File: config.mk
export PLATFORM = sky130hd
export DESIGN_NAME = ddr_word_serializer
export DESIGN_NICKNAME = d
export VERILOG_FILES = /design/src/rtl/ser_pkg.sv /design/src/rtl/ser_timing.sv /design/src/rtl/ser_lane.sv /design/src/rtl/ddr_word_serializer.sv
export SDC_FILE = /design/constraint.sdc
export NUM_CORES = 1
export LEC_CHECK = 0
export ABC_AREA = 1
export BUFFER_PORTS_ARGS = -buffer_cell sky130_fd_sc_hd__buf_2
export CAP_MARGIN = 20
export CORE_MARGIN = 10
export CORE_UTILIZATION = 43
export DETAILED_ROUTE_END_ITERATION = 8
export MAX_ROUTING_LAYER = met4
export SETUP_SLACK_MARGIN = 0.4
export SLEW_MARGIN = 0
export SYNTH_ARGS = -nofsm -noshare
export SYNTH_HDL_FRONTEND = slang
export SYNTH_SLANG_ARGS = --single-unit
File: constraint.sdc
create_clock -name clk -period 2.9 [get_ports clk]
set_input_delay 0.725 -clock clk [delete_from_list [all_inputs] [get_ports clk]]
set_output_delay 0.725 -clock clk [all_outputs]
set_load 0.01 [all_outputs]
File: src/rtl/ser_pkg.sv
package ser_pkg;
  // Word-source selection shared by top and bench documentation
  typedef enum logic [1:0] {
    SRC_SAMPLE  = 2'b00,
    SRC_FRAME   = 2'b01,
    SRC_TOGGLE  = 2'b10,
    SRC_TOGGLEN = 2'b11
  } src_sel_e;
endpackage

File: src/rtl/ser_timing.sv
module ser_timing #(
  parameter int WORD_W = 12
) (
  input  logic clk,
  input  logic rst,
  output logic load,
  output logic frame_q,
  output logic bitclk_q
);
  localparam int CNT_W = $clog2(WORD_W);
  localparam int HALF  = WORD_W / 2;
  localparam logic [CNT_W-1:0] LAST  = CNT_W'(WORD_W - 1);
  localparam logic [CNT_W-1:0] HALFC = CNT_W'(HALF);

  logic [CNT_W-1:0] slot_q;

  // slot 0 is the capture slot
  assign load = (slot_q == '0);

  always_ff @(posedge clk) begin
    if (rst) begin
      slot_q   <= '0;
      frame_q  <= 1'b0;
      bitclk_q <= 1'b0;
    end else begin
      slot_q   <= (slot_q == LAST) ? '0 : slot_q + 1'b1;
      frame_q  <= (slot_q < HALFC);
      bitclk_q <= ~bitclk_q;
    end
  end
endmodule

File: src/rtl/ser_lane.sv
module ser_lane #(
  parameter int WORD_W = 12
) (
  input  logic              clk,
  input  logic              rst,
  input  logic              load,
  input  logic              msb_first,
  input  logic [WORD_W-1:0] word_in,
  output logic              ser_q
);
  logic [WORD_W-1:0] sr_q;
  logic              order_q;

  always_ff @(posedge clk) begin
    if (rst) begin
      sr_q    <= '0;
      order_q <= 1'b0;
      ser_q   <= 1'b0;
    end else if (load) begin
      order_q <= msb_first;
      if (msb_first) begin
        ser_q <= word_in[WORD_W-1];
        sr_q  <= {word_in[WORD_W-2:0], 1'b0};
      end else begin
        ser_q <= word_in[0];
        sr_q  <= {1'b0, word_in[WORD_W-1:1]};
      end
    end else if (order_q) begin
      ser_q <= sr_q[WORD_W-1];
      sr_q  <= {sr_q[WORD_W-2:0], 1'b0};
    end else begin
      ser_q <= sr_q[0];
      sr_q  <= {1'b0, sr_q[WORD_W-1:1]};
    end
  end
endmodule

File: src/rtl/ddr_word_serializer.sv
module ddr_word_serializer
  import ser_pkg::*;
#(
  parameter int LANES  = 4,
  parameter int WORD_W = 12
) (
  input  logic                    clk,
  input  logic                    rst,
  input  logic                    msb_first,
  input  logic [1:0]              pat_sel,
  input  logic [LANES*WORD_W-1:0] sample_in,
  output logic [LANES-1:0]        ser_out,
  output logic                    frame_clk,
  output logic                    bit_clk
);
  localparam int HALF = WORD_W / 2;

  logic              load;
  logic [WORD_W-1:0] pat_frame, pat_tog, pat_togn;
  src_sel_e          src;

  assign src = src_sel_e'(pat_sel);

  always_comb begin
    for (int i = 0; i < WORD_W; i++) begin
      pat_frame[i] = (i >= WORD_W - HALF);
      pat_tog[i]   = (i % 2) == 1;
      pat_togn[i]  = (i % 2) == 0;
    end
  end

  ser_timing #(.WORD_W(WORD_W)) u_timing (
    .clk      (clk),
    .rst      (rst),
    .load     (load),
    .frame_q  (frame_clk),
    .bitclk_q (bit_clk)
  );

  for (genvar g = 0; g < LANES; g++) begin : g_lane
    logic [WORD_W-1:0] word;
    always_comb begin
      unique case (src)
        SRC_FRAME:   word = pat_frame;
        SRC_TOGGLE:  word = pat_tog;
        SRC_TOGGLEN: word = pat_togn;
        default:     word = sample_in[g*WORD_W +: WORD_W];
      endcase
    end
    ser_lane #(.WORD_W(WORD_W)) u_lane (
      .clk       (clk),
      .rst       (rst),
      .load      (load),
      .msb_first (msb_first),
      .word_in   (word),
      .ser_q     (ser_out[g])
    );
  end
endmodule

==> impl_table.tex, run 1 <==
\begin{tabular}{lr}
\hline
Metric & Value \\
\hline
\multicolumn{2}{l}{\textbf{Outcome}} \\
Outcome & complete, no violations \\
\multicolumn{2}{l}{\textbf{Timing}} \\
Final critical delay including setup and external delays & 1.69 ns \\
Maximum frequency from static timing analysis & 591 MHz \\
Final cycle utilization of the critical path & 58.4\% \\
Unrepaired setup endpoints after global routing & false \\
Post-route setup TNS & 0 ns \\
Relative slew margins & 48.2\% \\
Hold Violations, Final & 0 \\
Worst clock skew & 0.0114 ns \\
Final number of setup-violating endpoints & 0 \\
Crit path setup slack, layout & 1.21 ns \\
Number of max-slew violations in the final report & 0 \\
Final worst hold slack & 0.402 ns \\
Actual slew at the worst max-slew pin & 0.775 ns \\
\multicolumn{2}{l}{\textbf{Logic synthesis}} \\
Flip-flop and latch count after synthesis & 59 \\
Dominant cell type by area after synthesis & sky130\_fd\_sc\_hd\_\_dfxtp\_1 \\
Distinct cell type count after synthesis & 23 \\
Synthesized area per cell & 5.90 µm² \\
Area share of the largest cell type after synthesis & between 30\% and 40\% \\
Post-synthesis share of cell area spent on xor and xnor gates & 0.239\% \\
Adder-cell share of the synthesized area & 2.05\% \\
Post-Synthesis Net Count & 680 \\
Largest family of logic cells by synthesized area & simple AND/OR/NAND/NOR gates \\
Post-synthesis compound-gate area fraction & 8.89\% \\
Simple-gate portion of the synthesized area & 43.8\% \\
Post-synthesis cell area & 3660 µm² \\
Largest cells by area after synthesis & sky130\_fd\_sc\_hd\_\_dfxtp\_1 (32\%), sky130\_fd\_sc\_hd\_\_nand2\_1 (30\%), sky130\_fd\_sc\_hd\_\_nand3\_1 (11\%), sky130\_fd\_sc\_hd\_\_inv\_1 (5.3\%), sky130\_fd\_sc\_hd\_\_o21ai\_0 (4.1\%) \\
Multiplexer area fraction after synthesis & 0\% \\
Cell count after synthesis & 621 \\
Number of synthesis warnings & 0 \\
Fraction of the yosys area taken by sequential cells & 32.3\% \\
\multicolumn{2}{l}{\textbf{CTS}} \\
Number of hold buffers added after CTS & 0 \\
Total setup buffers inserted after CTS & 0 \\
Number of buffers created by CTS & 9 \\
Clk Tree Root Cell & sky130\_fd\_sc\_hd\_\_clkbuf\_8 \\
Maximum buffer depth of the clock tree & 2 \\
Sink Count & 59 \\
Worst-Skew Late Latency & roughly 0.34 ns \\
Htree depth & 3 \\
CTS tree & done \\
CTS clk-pin slew, worst paths & roughly 0.070 ns \\
Post\_cts resized & 0 \\
\multicolumn{2}{l}{\textbf{Run}} \\
Max Cap Viol & 0 \\
\multicolumn{2}{l}{\textbf{Critical path}} \\
Element type at the critical path end & register \\
Register-to-register path setup slack & 1.21 ns \\
Maximum fanout encountered on the critical timing path & 45 \\
Critical path arrival & 1.93 ns \\
Type of element launching the critical path & register \\
Type of the worst setup path & register to register \\
Data required time of the worst path & 3.13 ns \\
\multicolumn{2}{l}{\textbf{GRT}} \\
First-pass GRT wire length & 17700 µm \\
Met1 global-route usage & a little over a fifth \\
Pin count of the biggest net entering global routing & 46 \\
Total global routing track utilization & 17.1\% \\
Most utilized layer in the global route result & met2 \\
Met2 Usage GRT & between 20\% and 30\% \\
Vias in the first global route & 3715 \\
Total global routing overflow & 0 \\
Met3 Usage GRT & 3.73\% \\
Initial antenna violation count & 0 \\
\multicolumn{2}{l}{\textbf{Routing}} \\
Initial DRC count & $\sim$240 \\
DR WL/cell & 13.9 µm \\
Aggregate routed wire length & between 10000 and 15000 µm \\
Residual antenna-violating net count after detailed routing & 0 \\
Via count & 3880 \\
DRT Pass-1 Iters & 5 \\
Via density per instance & 5.05 \\
DRC errors left & 0 \\
\multicolumn{2}{l}{\textbf{Finish}} \\
Filler cell count in the final layout & 915 \\
Fraction of final layout cells with drive strength greater than 1 & 14.8\% \\
Area taken by flip-flops and latches & 1180 µm² \\
P\&R area growth vs syn & 12.6\% \\
Number of nets at the end of the flow & around 720 \\
Multi-input logic area & roughly 2000 µm² \\
Number of inserted diodes & 0 \\
\multicolumn{2}{l}{\textbf{Pwr}} \\
IR drop worst, VDD & 0.199 mV \\
Total power divided by cell area & about 530 nW/µm² \\
Lkg Pwr & 2.13 nW \\
\multicolumn{2}{l}{\textbf{Place}} \\
Placer's final routability congestion estimate & approximately 0.87 \\
Port buffer count & 58 \\
Worst setup timing slack at the placement stage & 0.871 ns \\
DP Wirelength & $\sim$7200 µm \\
\multicolumn{2}{l}{\textbf{Floorplanning}} \\
Initial core utilization & $\sim$44\% \\
Die W & 112 µm \\
Area of the die & 12600 µm² \\
Row Count & 33 \\
Die Span Y & about 110 µm \\
Area of the core region & slightly above 8000 µm² \\
Number of placed I/O pins & 59 \\
\multicolumn{2}{l}{\textbf{Hold path}} \\
Worst hold path type & register to register \\
\hline
\end{tabular}
state kept, by name, summed over array words and instances (netlist names):
register               flops
u_timing.frame_q           1
g_lane.u_lane.order_q      1
u_timing.bitclk_q          1
u_timing.slot_q            4
g_lane.u_lane.ser_q        4
g_lane.u_lane.sr_q        48
where the power goes:
| part | total, mW | switching (mW) | internal [mW] |
|---|---|---|---|
| clock network | 0.705 | 0.331 | 0.373 |
| logic | 0.549 | 0.365 | 0.184 |
| registers | 0.913 | 0.0300 | 0.883 |
layout by cell type, fill, tap and decap left out, types with 2 or more instances in the layout:
cell type | netlist | layout
sky130_fd_sc_hd__a21oi_1 | 27 | 27
sky130_fd_sc_hd__buf_2 | 26 | 58
sky130_fd_sc_hd__buf_4 | 10 | 16
sky130_fd_sc_hd__clkbuf_8 | 0 | 12
sky130_fd_sc_hd__clkinv_2 | 0 | 2
sky130_fd_sc_hd__dfxtp_1 | 59 | 59
sky130_fd_sc_hd__ha_1 | 6 | 6
sky130_fd_sc_hd__inv_1 | 52 | 52
sky130_fd_sc_hd__inv_2 | 3 | 3
sky130_fd_sc_hd__nand2_1 | 290 | 290
sky130_fd_sc_hd__nand3_1 | 83 | 83
sky130_fd_sc_hd__nor2_1 | 7 | 7
sky130_fd_sc_hd__nor2_2 | 3 | 3
sky130_fd_sc_hd__o21ai_0 | 30 | 30
sky130_fd_sc_hd__o21ai_1 | 8 | 8
metrics by stage:
step | instances | cell area (µm²) | power [mW] | utilization [%]
finish | 769 | 4120 | 2.17 | 49.9
floorplan | 621 | 3660 | 1.34 | -
CTS | 769 | 4120 | 2.18 | 49.9
detailed placement | 754 | 3950 | 1.48 | 47.8
global route | 769 | 4120 | 2.31 | 49.9
global placement | 754 | 3950 | 1.47 | 47.8
critical path: stages (launching register included):
cell and delay [ns]:
sky130_fd_sc_hd__dfxtp_1 0.31, sky130_fd_sc_hd__buf_4 0.21, sky130_fd_sc_hd__inv_2 0.58, sky130_fd_sc_hd__o21ai_0 0.19
sky130_fd_sc_hd__nand2_1 0.09, sky130_fd_sc_hd__nand3_1 0.08, sky130_fd_sc_hd__nand2_1 0.06, sky130_fd_sc_hd__inv_1 0.05
synthesized netlist by cell type (all sizes together):
cell type	number
a21oi	27
buf	39
clkbuf	7
clkinv	1
dfxtp	59
ha	6
inv	55
nand2	291
nand3	83
nor2	12
nor3	1
o21ai	38
or2	1
xor2	1
path summary, 6_finish.rpt:
path              cells after the start                startpoint                        to
setup / recovery                      7  g_lane[0].u_lane.order_q  g_lane[2].u_lane.sr_q[9]
hold / removal                        1         u_timing.bitclk_q         u_timing.bitclk_q
setup reg to reg                      7  g_lane[0].u_lane.order_q  g_lane[2].u_lane.sr_q[9]
hold reg to reg                       1         u_timing.bitclk_q         u_timing.bitclk_q
cell families (layout without fill, tap and decap cells):
group,Yosys count,after routing
fa+ha+maj,6,6
simple gates,388,388
compound gates,65,65
xor+xnor,1,1
flops,59,59
buf+inv,102,145
area by class of cell:
type / count / area share [%]
clock buffer: 13 / 4.10
sequential: 59 / 28.6
multi-input combinational: 460 / 48.8
tap: 105 / 3.19
inverter: 56 / 5.10
clock inverter: 2 / 0.243
timing repair buffer: 74 / 9.95
layer usage:
layer / vias up / wire (µm)
met5: - / 0
met4: 0 / 129
met3: 16 / 783
met2: 141 / 4780
met1: 1724 / 4980
li1: 1999 / -
No activity file was read; power rests on OpenSTA's default activity.
==> run 2: changes to the inputs <==
==> constraint.sdc (replaced) <==
create_clock -name clk -period 1.6 [get_ports clk]
set_input_delay 0.4 -clock clk [delete_from_list [all_inputs] [get_ports clk]]
set_output_delay 0.4 -clock clk [all_outputs]
set_load 0.01 [all_outputs]
==> run 2 against run 1 <==
Non-clock buffer count increased by 23. Sequential power increased by 83%. Clock-buffer cell count unchanged. Flip-flop and latch count stayed put. Core utilization rose by 12 points. Die area unchanged. First-iteration DRC count grew 40%. Largest cell class unchanged. Combinational power rose to 2.9 times the previous value.
==> impl_table.tex, run 2 (synthesis results as in run 1) <==
\begin{tabular}{lr}
\hline
Metric & Value \\
\hline
\multicolumn{2}{l}{\textbf{Outcome}} \\
Outcome & complete, no violations \\
\multicolumn{2}{l}{\textbf{Floorplanning}} \\
Die W & 112 µm \\
Area of the die & 12600 µm² \\
Row Count & 33 \\
Number of placed I/O pins & 59 \\
Area of the core region & $\sim$8300 µm² \\
Die Span Y & 112 µm \\
Initial core utilization & 44.3\% \\
\multicolumn{2}{l}{\textbf{Timing}} \\
Actual slew at the worst max-slew pin & roughly 0.44 ns \\
Worst clock skew & 0.00864 ns \\
Final cycle utilization of the critical path & between 80\% and 90\% \\
Final worst hold slack & 0.406 ns \\
Final number of setup-violating endpoints & 0 \\
Relative slew margins & a little over two thirds \\
Hold Violations, Final & 0 \\
Final critical delay including setup and external delays & 1.33 ns \\
Number of max-slew violations in the final report & 0 \\
Crit path setup slack, layout & 0.272 ns \\
Unrepaired setup endpoints after global routing & true \\
Maximum frequency from static timing analysis & 753 MHz \\
\multicolumn{2}{l}{\textbf{Routing}} \\
DRC errors left & 0 \\
Via density per instance & 5.30 \\
DR WL/cell & $\sim$17 µm \\
Residual antenna-violating net count after detailed routing & 0 \\
Initial DRC count & 338 \\
Aggregate routed wire length & roughly 13000 µm \\
DRT Pass-1 Iters & 5 \\
Via count & 4202 \\
\multicolumn{2}{l}{\textbf{Pwr}} \\
Internal cell power & 2.93 mW \\
Total power divided by cell area & 881 nW/µm² \\
Overall power after layout & 4.54 mW \\
Switching component of the power & 1.61 mW \\
Part of the total power dissipated in sequential elements & between 30\% and 40\% \\
Clock power share & 28.8\% \\
Comb pwr share & 34.5\% \\
Lkg Pwr & around 2.5 nW \\
IR drop worst, VDD & 0.468 mV \\
Net switching fraction of the power & 35.4\% \\
\multicolumn{2}{l}{\textbf{Finish}} \\
Top register by number of flip-flops & g\_lane.u\_lane.sr\_q \\
Number of nets at the end of the flow & 743 \\
Area taken by flip-flops and latches & 1190 µm² \\
Commonest cells after routing, fill and taps aside & sky130\_fd\_sc\_hd\_\_nand2\_1 (260), sky130\_fd\_sc\_hd\_\_nand3\_1 (57), sky130\_fd\_sc\_hd\_\_dfxtp\_1 (53) \\
Number of inserted diodes & 0 \\
Multi-input logic area & roughly 2500 µm² \\
Max FFs per register & 48 \\
Final core occ & 62.4\% \\
Biggest registers after layout & g\_lane.u\_lane.sr\_q (48), g\_lane.u\_lane.ser\_q (4), u\_timing.slot\_q (4) \\
Leading cell type in the layout, fill and taps excluded & sky130\_fd\_sc\_hd\_\_nand2\_1 \\
Filler cell count in the final layout & between 700 and 800 \\
Final instance area & 5150 µm² \\
P\&R area growth vs syn & 40.7\% \\
Fraction of final layout cells with drive strength greater than 1 & 30.5\% \\
\multicolumn{2}{l}{\textbf{GRT}} \\
Initial antenna violation count & 0 \\
Vias in the first global route & 3924 \\
Total global routing track utilization & 18.5\% \\
Pin count of the biggest net entering global routing & 48 \\
Total global routing overflow & 0 \\
First-pass GRT wire length & about 19000 µm \\
\multicolumn{2}{l}{\textbf{Place}} \\
Port buffer count & 58 \\
Post-DP Area & 4250 µm² \\
Worst setup timing slack at the placement stage & -0.00469 ns \\
DP Wirelength & approximately 7900 µm \\
Placer's final routability congestion estimate & 0.861 \\
\multicolumn{2}{l}{\textbf{CTS}} \\
Htree depth & 3 \\
Number of hold buffers added after CTS & 0 \\
Maximum buffer depth of the clock tree & 2 \\
Clk Tree Root Cell & sky130\_fd\_sc\_hd\_\_clkbuf\_8 \\
Number of buffers created by CTS & 9 \\
CTS tree & done \\
Sink Count & approximately 60 \\
CTS clk-pin slew, worst paths & around 0.080 ns \\
Worst-Skew Late Latency & 0.35 ns \\
\multicolumn{2}{l}{\textbf{Run}} \\
Max Cap Viol & 0 \\
\multicolumn{2}{l}{\textbf{Critical path}} \\
Data required time of the worst path & 1.86 ns \\
Maximum fanout encountered on the critical timing path & 6 \\
Type of the worst setup path & register to register \\
Element type at the critical path end & register \\
Critical path arrival & 1.59 ns \\
Type of element launching the critical path & register \\
\multicolumn{2}{l}{\textbf{Hold path}} \\
Worst hold path type & register to register \\
\hline
\end{tabular}
-- run 2: metrics by stage --
stage,setup TNS [ns],std cells
2_1_floorplan,0,621
3_3_place_gp,0,762
3_5_place_dp,-0.00469,762
4_1_cts,0,780
5_1_grt,0,793
6_report,0,793
-- run 2: worst max-delay path, stage by stage, from the launching register on --
cell	delay, ns
sky130_fd_sc_hd__dfxtp_2	0.33
sky130_fd_sc_hd__inv_2	0.07
sky130_fd_sc_hd__ha_4	0.16
sky130_fd_sc_hd__nand2_8	0.10
sky130_fd_sc_hd__buf_12	0.16
sky130_fd_sc_hd__clkbuf_16	0.16
sky130_fd_sc_hd__nand2_1	0.08
sky130_fd_sc_hd__nand3_1	0.08
sky130_fd_sc_hd__nand2_1	0.06
sky130_fd_sc_hd__inv_1	0.03
-- run 2: power groups by stage --
stage	registers, mW	logic (mW)	clock network, mW
after floorplan	1.68	0.839	0
after global placement	1.69	1.13	0
after detailed placement	1.69	1.14	0
after CTS	1.66	1.22	1.31
after global routing	1.68	1.70	1.39
final	1.67	1.57	1.31
-- run 2: final cells by class --
type	instances	area share, %
clock inverter	2	0.194
inverter	56	4.81
clock buffer	13	3.28
timing repair buffer	97	18.1
tap	105	2.55
multi-input combinational	461	48.0
sequential	59	23.1
-- run 2: final timing paths --
| path | start | to | slack (ns) | depth (start not counted) |
|---|---|---|---|---|
| worst max-delay path | u_timing.slot_q[0] | g_lane[2].u_lane.ser_q | 0.27 | 9 |
| worst min-delay path | u_timing.bitclk_q | u_timing.bitclk_q | 0.41 | 1 |
| worst max register to register | u_timing.slot_q[0] | g_lane[2].u_lane.ser_q | 0.27 | 9 |
| worst min register to register | u_timing.bitclk_q | u_timing.bitclk_q | 0.41 | 1 |
-- run 2: routing by layer --
metal,vias up,global-route usage (%),part of all wire [%]
li1,2062,-,-
met1,1925,22.4,41
met2,180,30.6,48
met3,35,3.51,8.7
met4,0,5.33,2.2
met5,-,-,0
-- run 2: what timing repair did --
action                     in CTS  in global routing
buffers inserted                2                  4
setup endpoints to repair      59                 61
cloned                          1                  9
resized for setup              20                 86
pin swaps                       2                 23
==> run 3: changes to the inputs <==
--- a/config.mk
+++ b/config.mk
@@ -12,6 +12,7 @@
 export CORE_UTILIZATION = 43
 export DETAILED_ROUTE_END_ITERATION = 8
 export MAX_ROUTING_LAYER = met4
+export PLACE_DENSITY = 0.66
 export SETUP_SLACK_MARGIN = 0.4
 export SLEW_MARGIN = 0
 export SYNTH_ARGS = -nofsm -noshare
==> constraint.sdc (replaced) <==
create_clock -name clk -period 1.2 [get_ports clk]
set_input_delay 0.3 -clock clk [delete_from_list [all_inputs] [get_ports clk]]
set_output_delay 0.3 -clock clk [all_outputs]
set_load 0.01 [all_outputs]
==> run 3 against run 2 <==
The run now ends with negative setup slack left. Clock skew grew 0.0053 ns. Combinational power increased by 4%. Register-to-register slack worse by 0.31 ns. Critical path depth unchanged. Non-clock buffer count up 4. Total power grew 21%. Clock-buffer cell count fell by 2. Sequential share of layout area up 2.5 points. Sequential power grew 33%. Largest cell class unchanged.
==> impl_table.tex, run 3 (synthesis results as in run 1) <==
\begin{tabular}{lr}
\hline
Metric & Value \\
\hline
\multicolumn{2}{l}{\textbf{CTS}} \\
CTS clk-pin slew, worst paths & 0.07 ns \\
Number of buffers created by CTS & 9 \\
Number of hold buffers added after CTS & 0 \\
Htree depth & 3 \\
Worst-Skew Late Latency & 0.34 ns \\
CTS tree & done \\
Maximum buffer depth of the clock tree & 2 \\
Clk Tree Root Cell & sky130\_fd\_sc\_hd\_\_clkbuf\_8 \\
Sink Count & 59 \\
\multicolumn{2}{l}{\textbf{Pwr}} \\
Overall power after layout & 5.47 mW \\
Total power divided by cell area & 1180 nW/µm² \\
Lkg Pwr & approximately 2.3 nW \\
IR drop worst, VDD & 0.570 mV \\
\multicolumn{2}{l}{\textbf{Timing}} \\
Final cycle utilization of the critical path & 103\% \\
Final number of setup-violating endpoints & 42 \\
Relative slew margins & between 80\% and 90\% \\
Post-route setup TNS & -0.947 ns \\
Maximum frequency from static timing analysis & 805 MHz \\
Worst clock skew & 0.0139 ns \\
Actual slew at the worst max-slew pin & approximately 0.25 ns \\
Final critical delay including setup and external delays & between 1 and 1.5 ns \\
Crit path setup slack, layout & -0.0417 ns \\
Number of max-slew violations in the final report & 0 \\
Unrepaired setup endpoints after global routing & true \\
Hold Violations, Final & 0 \\
Final worst hold slack & 0.328 ns \\
\multicolumn{2}{l}{\textbf{Finish}} \\
Fraction of final layout cells with drive strength greater than 1 & 25.4\% \\
Max FFs per register & 48 \\
P\&R area growth vs syn & 26.6\% \\
Non-filler cells in the finished layout & $\sim$800 \\
Biggest registers after layout & g\_lane.u\_lane.sr\_q (48), g\_lane.u\_lane.ser\_q (4), u\_timing.slot\_q (4) \\
Commonest cells after routing, fill and taps aside & sky130\_fd\_sc\_hd\_\_nand2\_1 (265), sky130\_fd\_sc\_hd\_\_nand3\_1 (80), sky130\_fd\_sc\_hd\_\_buf\_2 (57) \\
Number of inserted diodes & 0 \\
Final instance area & 4630 µm² \\
Leading cell type in the layout, fill and taps excluded & sky130\_fd\_sc\_hd\_\_nand2\_1 \\
Top register by number of flip-flops & g\_lane.u\_lane.sr\_q \\
Final core occ & 56.1\% \\
Number of nets at the end of the flow & about 750 \\
\multicolumn{2}{l}{\textbf{Routing}} \\
Via count & 4040 \\
DRT Pass-1 Iters & 6 \\
Residual antenna-violating net count after detailed routing & 0 \\
DRC errors left & 0 \\
DR WL/cell & between 10 and 15 µm \\
Aggregate routed wire length & 10900 µm \\
Initial DRC count & between 150 and 200 \\
Via density per instance & 5.07 \\
\multicolumn{2}{l}{\textbf{Hold path}} \\
Startpoint of the most critical hold path & sample\_in[10] \\
Worst hold path depth & 5 \\
Worst hold path type & primary input to register \\
Destination of the worst hold path & g\_lane[0].u\_lane.sr\_q[11] \\
\multicolumn{2}{l}{\textbf{Critical path}} \\
Critical path arrival & 1.54 ns \\
Cells traversed along the worst timing path & inv\_2 -> ha\_4 -> nand2\_8 -> nor2\_4 -> buf\_8 -> nand2\_1 -> nand3\_1 -> nand2\_1 -> inv\_1 \\
Data required time of the worst path & 1.49 ns \\
Element type at the critical path end & register \\
Critical-path top delay cell & sky130\_fd\_sc\_hd\_\_dfxtp\_2 \\
Type of element launching the critical path & register \\
WP buf/inv & 3 \\
Most repeated library cell on the critical path & sky130\_fd\_sc\_hd\_\_nand2\_1 \\
Type of the worst setup path & register to register \\
Maximum fanout encountered on the critical timing path & 14 \\
Top cell family by delay on the critical path & simple AND/OR/NAND/NOR gates \\
Launching point of the worst reg2reg path & u\_timing.slot\_q[0] \\
End of the worst register-to-register path & g\_lane[3].u\_lane.sr\_q[5] \\
Largest stage delay on the critical path & about 0.32 ns \\
Register-to-register path setup slack & -0.04 ns \\
Number of cells on the worst reg-to-reg path & 9 \\
\multicolumn{2}{l}{\textbf{Floorplanning}} \\
Die Span Y & 112 µm \\
Initial core utilization & 44.3\% \\
Number of placed I/O pins & just under 60 \\
Area of the die & 12600 µm² \\
Die W & 112 µm \\
Area of the core region & $\sim$8300 µm² \\
Row Count & 33 \\
\multicolumn{2}{l}{\textbf{Outcome}} \\
Violated checks & negative setup slack \\
Outcome & finished with violations \\
\multicolumn{2}{l}{\textbf{GRT}} \\
Vias in the first global route & 3834 \\
Initial antenna violation count & 0 \\
First-pass GRT wire length & 18200 µm \\
Total global routing overflow & 0 \\
Total global routing track utilization & between 10\% and 20\% \\
Pin count of the biggest net entering global routing & 35 \\
\multicolumn{2}{l}{\textbf{Place}} \\
DP Wirelength & 7920 µm \\
Worst setup timing slack at the placement stage & -0.321 ns \\
Port buffer count & 58 \\
Post-DP Area & 4300 µm² \\
Placer's final routability congestion estimate & between 0.8 and 0.9 \\
Placed Cells incl. Taps & approximately 800 \\
\multicolumn{2}{l}{\textbf{Run}} \\
Max Cap Viol & 0 \\
\hline
\end{tabular}
==> run 3: cell count changes in the layout (fill, tap and decap cells not counted), moves of 7 or more <==
cell                      previous run  this run
sky130_fd_sc_hd__nand3_1            57        80
sky130_fd_sc_hd__buf_4              15        32
sky130_fd_sc_hd__nand3_2            19         3
sky130_fd_sc_hd__a21oi_1            12        22
sky130_fd_sc_hd__a21oi_2            15         5
sky130_fd_sc_hd__nand2_4            11         1
sky130_fd_sc_hd__nand3_4             7         0
==> run 3: final cells by class <==
class / instances / area (µm²)
clock buffers: 11 / 141
clock inverters: 5 / 28.8
fillers: 855 / 3620
inverters: 56 / 228
multi-input cells: 460 / 2210
flip-flops and latches: 59 / 1190
well taps: 105 / 131
repair buffers: 101 / 712
==> run 3: timing repair <==
| action | in CTS | in global routing |
|---|---|---|
| pin swaps | 4 | 2 |
| gates cloned | 0 | 0 |
| setup endpoints to repair | 63 | 64 |
| setup buffers | 2 | 1 |
| resized for setup | 20 | 18 |
==> run 3: how the worst max path moves through the flow <==
stage / from / to / slack, ns / depth (start not counted)
global placement: pat_sel[1] / g_lane[1].u_lane.sr_q[7] / -0.31 / 10
finish: u_timing.slot_q[0] / g_lane[3].u_lane.sr_q[5] / -0.04 / 9
CTS: u_timing.slot_q[0] / g_lane[2].u_lane.ser_q / -0.05 / 9
floorplan: u_timing.slot_q[0] / g_lane[1].u_lane.sr_q[11] / -0.03 / 9
detailed placement: pat_sel[1] / g_lane[1].u_lane.sr_q[7] / -0.32 / 10
global route: u_timing.slot_q[0] / g_lane[3].u_lane.sr_q[10] / -0.16 / 8
==> run 3: metal layers <==
| layer | vias up | GRT usage (%) | wire length [µm] |
|---|---|---|---|
| met5 | - | - | 0 |
| met4 | 0 | 6.01 | 153 |
| met3 | 15 | 2.61 | 667 |
| met2 | 137 | 27.5 | 5090 |
| met1 | 1826 | 22.5 | 4980 |
| li1 | 2062 | - | - |
==> run 3: worst min-delay path, delay by kind of cell <==
family | cells | cell delay [ns]
simple gates | 3 | 0.18
buf+inv | 1 | 0.10
compound gates | 1 | 0.05
==> run 3: power by group <==
group	total, mW	leakage (nW)	switching [mW]	internal (mW)
registers	2.22	0.485	0.0788	2.14
clock network	1.62	0.0928	0.825	0.795
logic	1.64	1.76	0.975	0.661
total	5.47	2.34	1.88	3.59
